File: src/rtl/sfr_pkg.sv
package sfr_pkg;
  localparam int unsigned WORD_W_DEF      = 24;
  localparam int unsigned SYNC_STAGES_DEF = 2;
  // Bit positions of the synchronized serial inputs
  localparam int unsigned IN_SCLK  = 0;
  localparam int unsigned IN_SYNC  = 1;
  localparam int unsigned IN_SDIN  = 2;
  localparam int unsigned IN_COUNT = 3;
endpackage

File: src/rtl/sfr_sync.sv
module sfr_sync #(
  parameter int unsigned WIDTH   = 3,
  parameter int unsigned STAGES  = 2,
  parameter logic [WIDTH-1:0] RST_VAL = '0
) (
  input  logic             clk,
  input  logic             rst_n,
  input  logic [WIDTH-1:0] d,
  output logic [WIDTH-1:0] q
);
  logic [STAGES-1:0][WIDTH-1:0] stage_q;
  logic [STAGES-1:0][WIDTH-1:0] stage_d;

  generate
    for (genvar s = 0; s < STAGES; s++) begin : g_stage
      if (s == 0) begin : g_first
        assign stage_d[s] = d;
      end else begin : g_rest
        assign stage_d[s] = stage_q[s-1];
      end
      always_ff @(posedge clk or negedge rst_n) begin
        if (!rst_n) stage_q[s] <= RST_VAL;
        else        stage_q[s] <= stage_d[s];
      end
    end
  endgenerate

  assign q = stage_q[STAGES-1];
endmodule

File: src/rtl/sfr_shift.sv
module sfr_shift #(
  parameter int unsigned WORD_W = 24
) (
  input  logic              clk,
  input  logic              rst_n,
  input  logic              clear,
  input  logic              active,
  input  logic              sclk_fall,
  input  logic              sclk_rise,
  input  logic              din,
  output logic [WORD_W-1:0] shreg,
  output logic              sdo
);
  logic [WORD_W-1:0] shreg_q, shreg_d;
  logic              sdo_q, sdo_d;

  always_comb begin
    shreg_d = shreg_q;
    sdo_d   = sdo_q;
    if (clear) begin
      shreg_d = '0;
      sdo_d   = 1'b0;
    end else if (active) begin
      if (sclk_fall) shreg_d = {shreg_q[WORD_W-2:0], din};
      if (sclk_rise) sdo_d   = shreg_q[WORD_W-1];
    end
  end

  always_ff @(posedge clk or negedge rst_n) begin
    if (!rst_n) begin
      shreg_q <= '0;
      sdo_q   <= 1'b0;
    end else begin
      shreg_q <= shreg_d;
      sdo_q   <= sdo_d;
    end
  end

  assign shreg = shreg_q;
  assign sdo   = sdo_q;

  AST_SHIFT_HALT: assert property (@(posedge clk) disable iff (!rst_n)
    (!active && !clear) |=> $stable(shreg_q));
  AST_SDO_ON_RISE: assert property (@(posedge clk) disable iff (!rst_n)
    (!sclk_rise && !clear) |=> $stable(sdo_q));
endmodule

File: src/rtl/sfr_frame.sv
module sfr_frame #(
  parameter int unsigned WORD_W = 24
) (
  input  logic              clk,
  input  logic              rst_n,
  input  logic              frame_start,
  input  logic              frame_end,
  input  logic              shift_en,
  input  logic [WORD_W-1:0] shreg,
  output logic [WORD_W-1:0] word,
  output logic              valid
);
  localparam int unsigned CNT_W = $clog2(WORD_W + 1);
  localparam logic [CNT_W-1:0] CNT_FULL = CNT_W'(WORD_W);

  logic [CNT_W-1:0]  cnt_q, cnt_d;
  logic [WORD_W-1:0] word_q, word_d;
  logic              valid_q, valid_d;
  logic              full;

  assign full = (cnt_q == CNT_FULL);

  always_comb begin
    cnt_d   = cnt_q;
    word_d  = word_q;
    valid_d = 1'b0;
    if (frame_start)          cnt_d = '0;
    else if (shift_en && !full) cnt_d = cnt_q + 1'b1;
    if (frame_end && full) begin
      word_d  = shreg;
      valid_d = 1'b1;
    end
  end

  always_ff @(posedge clk or negedge rst_n) begin
    if (!rst_n) begin
      cnt_q   <= '0;
      word_q  <= '0;
      valid_q <= 1'b0;
    end else begin
      cnt_q   <= cnt_d;
      word_q  <= word_d;
      valid_q <= valid_d;
    end
  end

  assign word  = word_q;
  assign valid = valid_q;

  AST_STROBE_ONE_CYCLE: assert property (@(posedge clk) disable iff (!rst_n)
    valid_q |=> !valid_q);
  AST_SHORT_DISCARD: assert property (@(posedge clk) disable iff (!rst_n)
    (frame_end && !full) |=> !valid_q);
  AST_WORD_HOLD: assert property (@(posedge clk) disable iff (!rst_n)
    !valid_q |-> $stable(word_q));
  AST_CNT_LIMIT: assert property (@(posedge clk) disable iff (!rst_n)
    cnt_q <= CNT_FULL);
endmodule

File: src/rtl/serial_frame_rx.sv
module serial_frame_rx #(
  parameter int unsigned WORD_W      = sfr_pkg::WORD_W_DEF,
  parameter int unsigned SYNC_STAGES = sfr_pkg::SYNC_STAGES_DEF
) (
  input  logic              clk,
  input  logic              rst_n,
  input  logic              sclk,
  input  logic              sync_n,
  input  logic              sdin,
  output logic              sdo,
  output logic [WORD_W-1:0] word_o,
  output logic              word_valid_o
);
  import sfr_pkg::*;

  localparam logic [IN_COUNT-1:0] IN_RST = IN_COUNT'((1 << IN_SCLK) | (1 << IN_SYNC));

  logic [IN_COUNT-1:0] raw_in, sync_in;
  logic                sclk_s, sync_s, sdin_s;
  logic                sclk_last_q, sync_last_q;
  logic                sclk_rise, sclk_fall, frame_start, frame_end, active;
  logic [WORD_W-1:0]   shreg;

  always_comb begin
    raw_in          = '0;
    raw_in[IN_SCLK] = sclk;
    raw_in[IN_SYNC] = sync_n;
    raw_in[IN_SDIN] = sdin;
  end

  sfr_sync #(.WIDTH(IN_COUNT), .STAGES(SYNC_STAGES), .RST_VAL(IN_RST)) i_sync (
    .clk(clk), .rst_n(rst_n), .d(raw_in), .q(sync_in)
  );

  assign sclk_s = sync_in[IN_SCLK];
  assign sync_s = sync_in[IN_SYNC];
  assign sdin_s = sync_in[IN_SDIN];

  always_ff @(posedge clk or negedge rst_n) begin
    if (!rst_n) begin
      sclk_last_q <= 1'b1;
      sync_last_q <= 1'b1;
    end else begin
      sclk_last_q <= sclk_s;
      sync_last_q <= sync_s;
    end
  end

  assign sclk_rise   = sclk_s & ~sclk_last_q;
  assign sclk_fall   = ~sclk_s & sclk_last_q;
  assign frame_start = ~sync_s & sync_last_q;
  assign frame_end   = sync_s & ~sync_last_q;
  assign active      = ~sync_s;

  sfr_shift #(.WORD_W(WORD_W)) i_shift (
    .clk(clk), .rst_n(rst_n), .clear(frame_start), .active(active),
    .sclk_fall(sclk_fall), .sclk_rise(sclk_rise), .din(sdin_s),
    .shreg(shreg), .sdo(sdo)
  );

  sfr_frame #(.WORD_W(WORD_W)) i_frame (
    .clk(clk), .rst_n(rst_n), .frame_start(frame_start), .frame_end(frame_end),
    .shift_en(active & sclk_fall), .shreg(shreg),
    .word(word_o), .valid(word_valid_o)
  );
endmodule

File: config.mk
export PLATFORM = sky130hd
export DESIGN_NAME = serial_frame_rx
export DESIGN_NICKNAME = d
export VERILOG_FILES = /design/src/rtl/sfr_pkg.sv /design/src/rtl/sfr_sync.sv /design/src/rtl/sfr_shift.sv /design/src/rtl/sfr_frame.sv /design/src/rtl/serial_frame_rx.sv
export SDC_FILE = /design/constraint.sdc
export NUM_CORES = 1
export LEC_CHECK = 0
export BUFFER_PORTS_ARGS = -buffer_cell sky130_fd_sc_hd__clkbuf_2
export CAP_MARGIN = 10
export CORE_MARGIN = 5
export CORE_UTILIZATION = 56
export CTS_CLUSTER_SIZE = 14
export DETAILED_ROUTE_END_ITERATION = 16
export GPL_ROUTABILITY_DRIVEN = 0
export PLACE_DENSITY = 0.79
export SYNTH_ARGS = -nofsm -noshare
export SYNTH_HDL_FRONTEND = slang
export SYNTH_SLANG_ARGS = --single-unit
File: constraint.sdc
create_clock -name clk -period 2.4 [get_ports clk]
set_input_delay 0.48 -clock clk [delete_from_list [all_inputs] [get_ports clk]]
set_output_delay 0.48 -clock clk [all_outputs]
set_load 0.02 [all_outputs]
==> results of run 1 <==
## critical path, delay by kind of cell, from the launching register on
| kind | cells | cell delay, ns |
|---|---|---|
| DFF | 1 | 0.42 |
| buffers and inverters | 2 | 0.43 |
| muxes | 1 | 0.39 |
| adders and majority gates | 1 | 0.18 |
| and+or+nand+nor | 2 | 0.30 |
## state kept, by name (all words and copies together), names as in the netlist
name            count
i_frame.word       24
i_shift.shreg      24
i_frame.cnt_q       5
i_sync.q            3
i_sync.stage_d      3
i_frame.valid       1
i_shift.sdo         1
sclk_last_q         1
sync_last_q         1
## layout by cell type (no fill, tap or decap), types with 2 or more instances in the layout
cell	synthesis	layout
a22o_1	24	24
buf_4	0	3
bufinv_16	0	2
clkbuf_2	0	30
clkbuf_8	0	9
clkinvlp_4	0	3
dfrtp_1	57	57
dfstp_2	6	6
ha_1	2	2
inv_1	2	2
mux2_2	24	24
nand2_1	4	4
nand3_1	5	5
nand3b_1	3	3
nor2b_1	3	3
o21ai_0	4	4
or3_1	3	3
## worst min-delay path by stage
stage	startpoint	end	cells after the start
5_1_grt	rst_n	i_shift.sdo$_DFFE_PN0P_	1
4_1_cts	rst_n	i_shift.sdo$_DFFE_PN0P_	1
3_5_place_dp	i_sync.stage_d[5]$_DFF_PN0_	i_sync.q[2]$_DFF_PN0_	0
6_report	rst_n	i_shift.sdo$_DFFE_PN0P_	1
3_3_place_gp	i_sync.stage_d[5]$_DFF_PN0_	i_sync.q[2]$_DFF_PN0_	0
2_1_floorplan	rst_n	i_frame.cnt_q[0]$_DFFE_PN0P_	0
## cell type report
class | instances | share of cell area [%]
clock inverters | 7 | 3.42
repair buffers | 34 | 6.84
well taps | 50 | 2.22
clock buffers | 9 | 4.40
inverters | 2 | 0.267
flip-flops and latches | 63 | 56.2
multi-input cells | 84 | 26.6
## routing by layer
metal  part of all wire (%)  vias to the layer above  global-route usage (%)
li1                       -                      651                       -
met1                     41                      739                    23.3
met2                     51                       24                    30.9
met3                    4.4                        8                    5.41
met4                    2.9                        0                    11.1
met5                      0                        -                       0
## power by group
part	internal, mW	switching [mW]
registers	1.08	0.0136
logic	0.0184	0.0401
clock network	0.585	0.426
## cells by family (layout without fill, tap and decap cells)
kind of cell             Yosys count  in the layout  share of synthesized area (%)
flip-flops                        63             63                           65.6
AO/OA/AOI/OAI                     33             33                           11.2
AND/OR/NAND/NOR                   25             25                           7.41
multiplexers                      24             24                           11.2
buffers and inverters             10             52                           3.52
adder cells (fa/ha/maj)            2              2                           1.04
==> out/summary.txt, run 1 <==
RSZ-0062 raised after global routing = no
Max_cap viols = 0
H-Tree Level Count = 3
Leak Pwr = 1.41 nW
Global-route wire length before repair = 7710 um
CTS clk-pin slew, worst paths = 0.08 ns
Achievable Freq = 0.545 GHz
Critical R2R Capture = i_frame.word[10]$_DFFE_PN0P_
Critical-path cell list = inv_1, ha_1, nand3b_1, nor3_4, buf_4, mux2_2
Drt first pass iters = 4
Vias in the first global route = 1532
Hold crit path type = in2async
Ys flop type = dfrtp_1
Multi-input logic area = 749 um^2
#FFs+latches synth = 63
CTS sink count = 63
Grt total ovfl = 0
Final Util = 68.9%
I/O pins = 31
Row Count = 23
Root Buffer Master = clkbuf_8
Tot Pwr = 2.16 mW
Synth top area share = 59.1%
Crit path launch type = flop
Hold_ws = 0.0250 ns
Worst Path Arrival = 2.06 ns
Die Width = 75.7 um
Period utilization = 76.5%
Antenna violations before repair = 0
Critical path start-end classification = reg2reg
Max_slew headroom = 64.1%
Seq/Total Area, Yosys = 65.6%
CP required = 2.62 ns
Syn Inst Count = 157
Syn Nets = 164
CTS buffer count = 9
Share of layout cells above drive strength 1 = 41.7%
RR Startpoint = i_frame.cnt_q[0]$_DFFE_PN0P_
Detailed Route WL = 4420 um
Post-Layout Cell Count = 249
Top-count cell post-synth = dfrtp_1
# fillers = 286
Final net count = 201
Largest net degree at the start of global routing = 53
Final worst slack = 0.565 ns
Register area = 1580 um^2
Netlist area before placement = 2410 um^2
Slowest-stage cell, CP = dfrtp_1
Biggest area consumer among synthesized cells = dfrtp_1
Post-synth top cells = dfrtp_1 (57), a22o_1 (24), mux2_2 (24), buf_6 (6), dfstp_2 (6)
Pre-CTS setup slack = 0.598 ns
Setup TNS = 0 ns
Placement Cell Area = 2600 um^2
Fin. max-slew vios = 0
Syn Area/Cell = 15.4 um^2
TritonCTS clock tree = done
Status = complete, no violations
Critical Path Start = i_frame.cnt_q[0]$_DFFE_PN0P_
DR iter-0 viols = 88
Layout area overhead = 16.6%
R2R Setup Slk = 0.56 ns
Number of diodes = 0
Global-route usage over all layers = 19.2%
# setup viols final = 0
Worst Skew = 0.0102 ns
Synth unique cells = 25
Drt wl/cell = 17.7 um
Clock Tree Buf Depth = 2
DP Cell Count = 233
Worst-Margin Slew = 0.539 ns
Latest clock arrival within the worst-skew pair = 0.34 ns
Post-synth EDFFs = 0
Pwr dens = 767 nW/um^2
Via count = 1422
Yosys warns = 0
Worst vdd ir = 639 uV
CTS resizes = 0
CTS Hold Bufs = 0
Detailed-placement wirelength estimate = 2730 um
Final hold vios = 0
Slowest stage delay, CP = 0.42 ns
DIE HEIGHT = 75.7 um
Antenna Violating Nets Remaining = 0
Design Area, Final = 2820 um^2
CP max FO = 25
Area contributors post-synth = dfrtp_1 (59%), mux2_2 (11%), a22o_1 (8.7%)
PortBufs = 30
Die area = 5730 um^2
Routed vias/inst = 5.71
# DRC = 0
Post-synth ARST share = 100%
Crit end category = flop
Crit path to = i_frame.word[10]$_DFFE_PN0P_
Post-CTS Setup Bufs = 0
Fin crit period = 1.84 ns
Core area = 4090 um^2
Initial Utilization = 59.1%
Worst Reg2Reg Path Length in Cells = 6
Note: power is estimated with default switching activity, not from simulation.
==> run 2, diff against run 1 <==
--- a/config.mk
+++ b/config.mk
@@ -5,6 +5,7 @@
 export SDC_FILE = /design/constraint.sdc
 export NUM_CORES = 1
 export LEC_CHECK = 0
+export ABC_AREA = 1
 export BUFFER_PORTS_ARGS = -buffer_cell sky130_fd_sc_hd__clkbuf_2
 export CAP_MARGIN = 10
 export CORE_MARGIN = 5
@@ -12,7 +13,7 @@
 export CTS_CLUSTER_SIZE = 14
 export DETAILED_ROUTE_END_ITERATION = 16
 export GPL_ROUTABILITY_DRIVEN = 0
-export PLACE_DENSITY = 0.79
+export PLACE_DENSITY = 0.78
 export SYNTH_ARGS = -nofsm -noshare
 export SYNTH_HDL_FRONTEND = slang
 export SYNTH_SLANG_ARGS = --single-unit
==> constraint.sdc (replaced) <==
create_clock -name clk -period 1.8 [get_ports clk]
set_input_delay 0.36 -clock clk [delete_from_list [all_inputs] [get_ports clk]]
set_output_delay 0.36 -clock clk [all_outputs]
set_load 0.02 [all_outputs]
==> run 2 against run 1 <==
  * Sequential share of layout area shrank 1.4 points
  * Clock-buffer cell count grew 4
  * Critical path depth grew 1
  * Synthesized cell count grew 62%
  * Area after synthesis grew 2.1%
  * Wire length grew 0.45%
  * Power grew 29%
  * Combinational power grew 56%
  * Final cell count grew 41%
  * Critical endpoint is now i_frame.cnt_q[3]$_DFFE_PN0P_
  * Highest routed layer unchanged
==> out/summary.txt, run 2 <==
Critical path's top delay family = simple AND/OR/NAND/NOR gates
Antenna violations before repair = 0
CTS clk-pin slew, worst paths = 0.07 ns
Leak Pwr = 1.43 nW
NetSw = 0.602 mW
DR iter-0 viols = 120
Die area = 5830 um^2
Logic pwr share = 3.3%
Most common cell after layout, fill and taps aside = nand2_1
TritonCTS clock tree = done
Seq/Total Area, Yosys = 64.2%
Most frequent cells in the layout = nand2_1 (71), dfrtp_1 (57), inv_1 (36)
CTS buffer count = 9
Slowest-stage cell, CP = dfstp_2
Post-synth EDFFs = 0
Crit path launch type = flop
Global-route usage over all layers = 16.7%
Post-synth ARST share = 100%
Vias in the first global route = 1725
Largest net degree at the start of global routing = 38
CP max FO = 9
Antenna Violating Nets Remaining = 0
DIE HEIGHT = 76.4 um
Syn Area/Cell = 9.67 um^2
Share of layout cells above drive strength 1 = 22.5%
Core area = 4320 um^2
Grt total ovfl = 0
Worst vdd ir = 689 uV
Clock Tree Buf Depth = 2
Initial Utilization = 57.0%
# DRC = 0
Synth unique cells = 22
Yosys warns = 0
Final hold vios = 0
Ys flop type = dfrtp_1
CP required = 2.02 ns
Syn Inst Count = 255
Detailed Route WL = 4440 um
Syn Nets = 262
CTS Hold Bufs = 0
Fin crit period = 1.61 ns
Root Buffer Master = clkbuf_8
CTS sink count = 63
Fin. max-slew vios = 0
Global-route wire length before repair = 7940 um
#FFs+latches synth = 63
Crit end category = flop
Top-count cell post-synth = nand2_1
Power Internal = 2.18 mW
Setup TNS = 0 ns
Hold crit path type = in2async
Routed vias/inst = 5.03
Netlist area before placement = 2470 um^2
I/O pins = 31
Layout area overhead = 17.2%
PortBufs = 30
# setup viols final = 0
Clock share of power = 44.5%
Max_cap viols = 0
Achievable Freq = 0.622 GHz
Post-synth top cells = nand2_1 (71), dfrtp_1 (57), inv_1 (36), o21ai_0 (34)
Die Width = 76.4 um
Latest clock arrival within the worst-skew pair = 0.33 ns
Synth top area share = 57.8%
Critical path start-end classification = reg2reg
# fillers = 333
Drt wl/cell = 12.7 um
Most used cell, CP = nand2_1
Drt first pass iters = 4
Reg power frac = 52.2%
Max_slew headroom = 65.4%
WP buf/inv = 2
Area contributors post-synth = dfrtp_1 (58%), nand2_1 (11%), o21ai_0 (6.9%)
Critical-path cell list = inv_1, nor2_1, inv_2, nand2_1, nand2_1, nand2_1, nand2_1
Status = complete, no violations
Worst Skew = 0.00975 ns
Final net count = 300
Number of diodes = 0
Slowest stage delay, CP = 0.56 ns
Row Count = 24
Period utilization = 89.3%
Worst-Margin Slew = 0.518 ns
Detailed-placement wirelength estimate = 2880 um
Biggest area consumer among synthesized cells = dfrtp_1
Via count = 1762
Hold_ws = 0.0496 ns
RSZ-0062 raised after global routing = no
H-Tree Level Count = 3
Pwr dens = 961 nW/um^2
Switching share of power = 21.7%
Worst Path Arrival = 1.82 ns
run 2: cell types whose count changed in the layout (fill, tap and decap cells not counted), sizes merged, moves of 10 or more:
cell / change
nor2: +10
o21ai: +44
mux2: -24
nand2: +68
a22o: -24
inv: +34
run 2: cell type report:
type / count / area, um^2 / share of cell area [%]
clock buffer: 13 / 159 / 5.50
tap: 52 / 65.1 / 2.25
inverter: 37 / 139 / 4.81
sequential: 63 / 1580 / 54.8
timing repair buffer: 36 / 208 / 7.19
clock inverter: 3 / 43.8 / 1.52
multi-input combinational: 146 / 692 / 23.9
run 2: power by group through the flow:
| stage | logic, mW | clock network, mW | registers [mW] |
|---|---|---|---|
| CTS | 0.0934 | 1.26 | 1.45 |
| floorplan | 0.0387 | 0 | 1.48 |
| global placement | 0.0900 | 0 | 1.48 |
| global route | 0.106 | 1.33 | 1.45 |
| detailed placement | 0.0925 | 0 | 1.48 |
| finish | 0.0911 | 1.24 | 1.45 |
run 2: worst paths after layout:
check | startpoint | to | slack [ns] | cells past startpoint
max in group asynchronous | rst_n | i_sync.stage_d[4]$_DFF_PN1_ | 1.43 | 2
setup reg to reg | sync_last_q$_DFF_PN1_ | i_frame.cnt_q[3]$_DFFE_PN0P_ | 0.19 | 7
hold reg to reg | i_sync.stage_d[5]$_DFF_PN0_ | i_sync.q[2]$_DFF_PN0_ | 0.35 | 0
setup / recovery | sync_last_q$_DFF_PN1_ | i_frame.cnt_q[3]$_DFFE_PN0P_ | 0.19 | 7
hold / removal | rst_n | i_shift.shreg[12]$_DFFE_PN0P_ | 0.05 | 2
min in group clk | sync_n | i_sync.stage_d[4]$_DFF_PN1_ | 0.11 | 1
run 2: metal layers:
metal | global-route usage [%] | part of all wire (%) | up-vias
met5 | 0 | 0 | -
met4 | 8.22 | 1.7 | 0
met3 | 3.78 | 4.9 | 9
met2 | 25.0 | 46 | 43
met1 | 23.1 | 47 | 836
li1 | - | - | 874
run 2: per-stage QoR:
stage / power [mW] / setup WS (ns) / area [um^2] / cells / util, %
finish: 2.78 / 0.192 / 2890 / 350 / 66.8
global route: 2.88 / 0.0235 / 2890 / 350 / 66.8
CTS: 2.81 / 0.00255 / 2890 / 350 / 66.7
detailed placement: 1.57 / 0.0624 / 2680 / 334 / 62.0
global placement: 1.57 / 0.136 / 2680 / 334 / 62.0
floorplan: 1.51 / 0.410 / 2470 / 255 / -
run 2: repair_timing:
action / in CTS / in global routing
gates resized for setup: 0 / 1
setup buffers: 0 / 0
endpoints found under the setup margin: 0 / 25
run 2: cells by family (layout without fill, tap and decap cells):
kind of cell	Yosys count	after routing	share of synthesized area (%)
AND/OR/NAND/NOR	96	96	16.3
adder cells (fa/ha/maj)	2	2	1.01
flip-flops	63	63	64.2
buffers and inverters	46	89	7.91
AO/OA/AOI/OAI	48	48	10.5
==> run 3, diff against run 2 <==
--- a/config.mk
+++ b/config.mk
@@ -8,12 +8,12 @@
 export ABC_AREA = 1
 export BUFFER_PORTS_ARGS = -buffer_cell sky130_fd_sc_hd__clkbuf_2
 export CAP_MARGIN = 10
-export CORE_MARGIN = 5
-export CORE_UTILIZATION = 56
+export CORE_MARGIN = 2
+export CORE_UTILIZATION = 35
 export CTS_CLUSTER_SIZE = 14
 export DETAILED_ROUTE_END_ITERATION = 16
 export GPL_ROUTABILITY_DRIVEN = 0
-export PLACE_DENSITY = 0.78
+export PLACE_DENSITY_LB_ADDON = 0.1
 export SYNTH_ARGS = -nofsm -noshare
 export SYNTH_HDL_FRONTEND = slang
 export SYNTH_SLANG_ARGS = --single-unit
==> run 3 against run 2 <==
  * Final cell count is 12% higher
  * Non-clock buffer count is 1 lower
  * Global-route usage is 3.1 points lower
  * Sequential cell count stayed put
  * Largest cell class unchanged
  * Sequential power hardly changed
  * Utilization is 23 points lower
  * Clock power is 11% higher
==> out/summary.txt, run 3 (same netlist as run 2, synthesis figures left out) <==
CP max FO = 8
Most frequent cells in the layout = nand2_1 (71), dfrtp_1 (57), inv_1 (36)
Row Count = 30
CTS Hold Bufs = 0
Worst Skew = 0.00817 ns
Drt first pass iters = 4
Reg power frac = 49.7%
Final net count = 299
Logic pwr share = 3.1%
Worst Path Arrival = 1.71 ns
DR iter-0 viols = 85
Worst-Margin Slew = 0.343 ns
Share of layout cells above drive strength 1 = 22.2%
DP Cell Count = 377
Achievable Freq = 0.674 GHz
Pwr dens = 984 nW/um^2
Antenna Violating Nets Remaining = 0
Slowest stage delay, CP = 0.55 ns
I/O pins = 31
Switching share of power = 20.7%
Placement Cell Area = 2740 um^2
# fillers = 689
Core area = 6790 um^2
# setup viols final = 0
TritonCTS clock tree = done
Clock share of power = 47.2%
Power Internal = 2.32 mW
Initial Utilization = 36.3%
Die Width = 87.9 um
Final hold vios = 0
DIE HEIGHT = 87.9 um
Detailed Route WL = 4590 um
Hold crit path type = in2async
Critical path start-end classification = reg2reg
Detailed-placement wirelength estimate = 2890 um
Max_cap viols = 0
Clock Tree Buf Depth = 2
CTS resizes = 0
Most common cell after layout, fill and taps aside = nand2_1
CTS sink count = 63
Max_slew headroom = 77.1%
Leak Pwr = 1.44 nW
CTS clk-pin slew, worst paths = 0.07 ns
Design Area, Final = 2970 um^2
Antenna violations before repair = 0
Layout area overhead = 20.3%
Crit end category = flop
Period utilization = 82.4%
Critical-path cell list = inv_1, nor2_1, inv_2, nand2_1, nand2_1, nand2_1, nand2_1
Worst vdd ir = 607 uV
Vias in the first global route = 1623
Fin crit period = 1.48 ns
CP required = 2.02 ns
Global-route usage over all layers = 13.6%
NetSw = 0.603 mW
Crit path launch type = flop
Post-Layout Cell Count = 393
Drt wl/cell = 11.7 um
RSZ-0062 raised after global routing = no
Root Buffer Master = clkbuf_8
Routed vias/inst = 4.34
Post-CTS Setup Bufs = 0
Via count = 1707
CTS buffer count = 9
Number of diodes = 0
Largest net degree at the start of global routing = 64
H-Tree Level Count = 3
PortBufs = 30
# DRC = 0
Slowest-stage cell, CP = dfstp_2
Fin. max-slew vios = 0
Status = complete, no violations
Setup TNS = 0 ns
Global-route wire length before repair = 7930 um
Latest clock arrival within the worst-skew pair = 0.33 ns
Most used cell, CP = nand2_1
Grt total ovfl = 0
Die area = 7730 um^2
==> run 3: changes by cell type in the layout (fill, tap and decap cells not counted) <==
cell,previous run,this run
buf_12,1,2
buf_4,5,3
bufinv_16,1,2
clkinv_4,1,0
nor2_2,0,1
nor2_4,2,1
==> run 3: final cells by class <==
class	count	area (um^2)	area share [%]
clock buffers	13	159	5.36
clock inverters	3	65.1	2.19
inverters	37	139	4.68
multi-input cells	146	687	23.2
flip-flops and latches	63	1580	53.4
well taps	96	120	4.05
repair buffers	35	213	7.17
==> run 3: final timing paths <==
path,startpoint,endpoint,slack (ns),depth (start not counted)
setup / recovery,sync_last_q$_DFF_PN1_,i_frame.cnt_q[2]$_DFFE_PN0P_,0.32,7
hold / removal,rst_n,i_frame.word[23]$_DFFE_PN0P_,0.03,2
setup reg to reg,sync_last_q$_DFF_PN1_,i_frame.cnt_q[2]$_DFFE_PN0P_,0.32,7
hold reg to reg,i_sync.stage_d[3]$_DFF_PN1_,i_sync.q[0]$_DFF_PN1_,0.36,0
max in group asynchronous,rst_n,sync_last_q$_DFF_PN1_,1.46,2
min in group clk,sync_n,i_sync.stage_d[4]$_DFF_PN1_,0.11,1
==> run 3: critical path: cells and delay by family, from the launching register on <==
kind | cells | cell delay [ns]
buffers and inverters | 2 | 0.15
DFF | 1 | 0.55
and+or+nand+nor | 5 | 0.69
==> run 3: through the flow <==
stage	hold WS [ns]	worst slack [ns]	utilization, %	power [mW]
after floorplan	0.0644	0.410	-	1.51
after global placement	0.337	0.316	40.4	1.57
after detailed placement	0.352	0.298	40.4	1.57
after CTS	0.0480	0.285	43.7	2.97
after global routing	0.0596	0.124	43.7	3.04
final	0.0325	0.316	43.7	2.92
==> run 3: metal layers <==
metal	routed length (um)	global-route usage, %	up-vias
li1	-	-	870
met1	2390	19.5	803
met2	1930	18.8	25
met3	187	4.81	9
met4	80	5.73	0
met5	0	0	-
==> run 3: power groups by stage <==
stage	logic [mW]	clock network [mW]	registers, mW
3_3_place_gp	0.0961	0	1.48
3_5_place_dp	0.0963	0	1.48
2_1_floorplan	0.0387	0	1.48
5_1_grt	0.108	1.48	1.45
6_report	0.0916	1.38	1.45
4_1_cts	0.0963	1.42	1.45
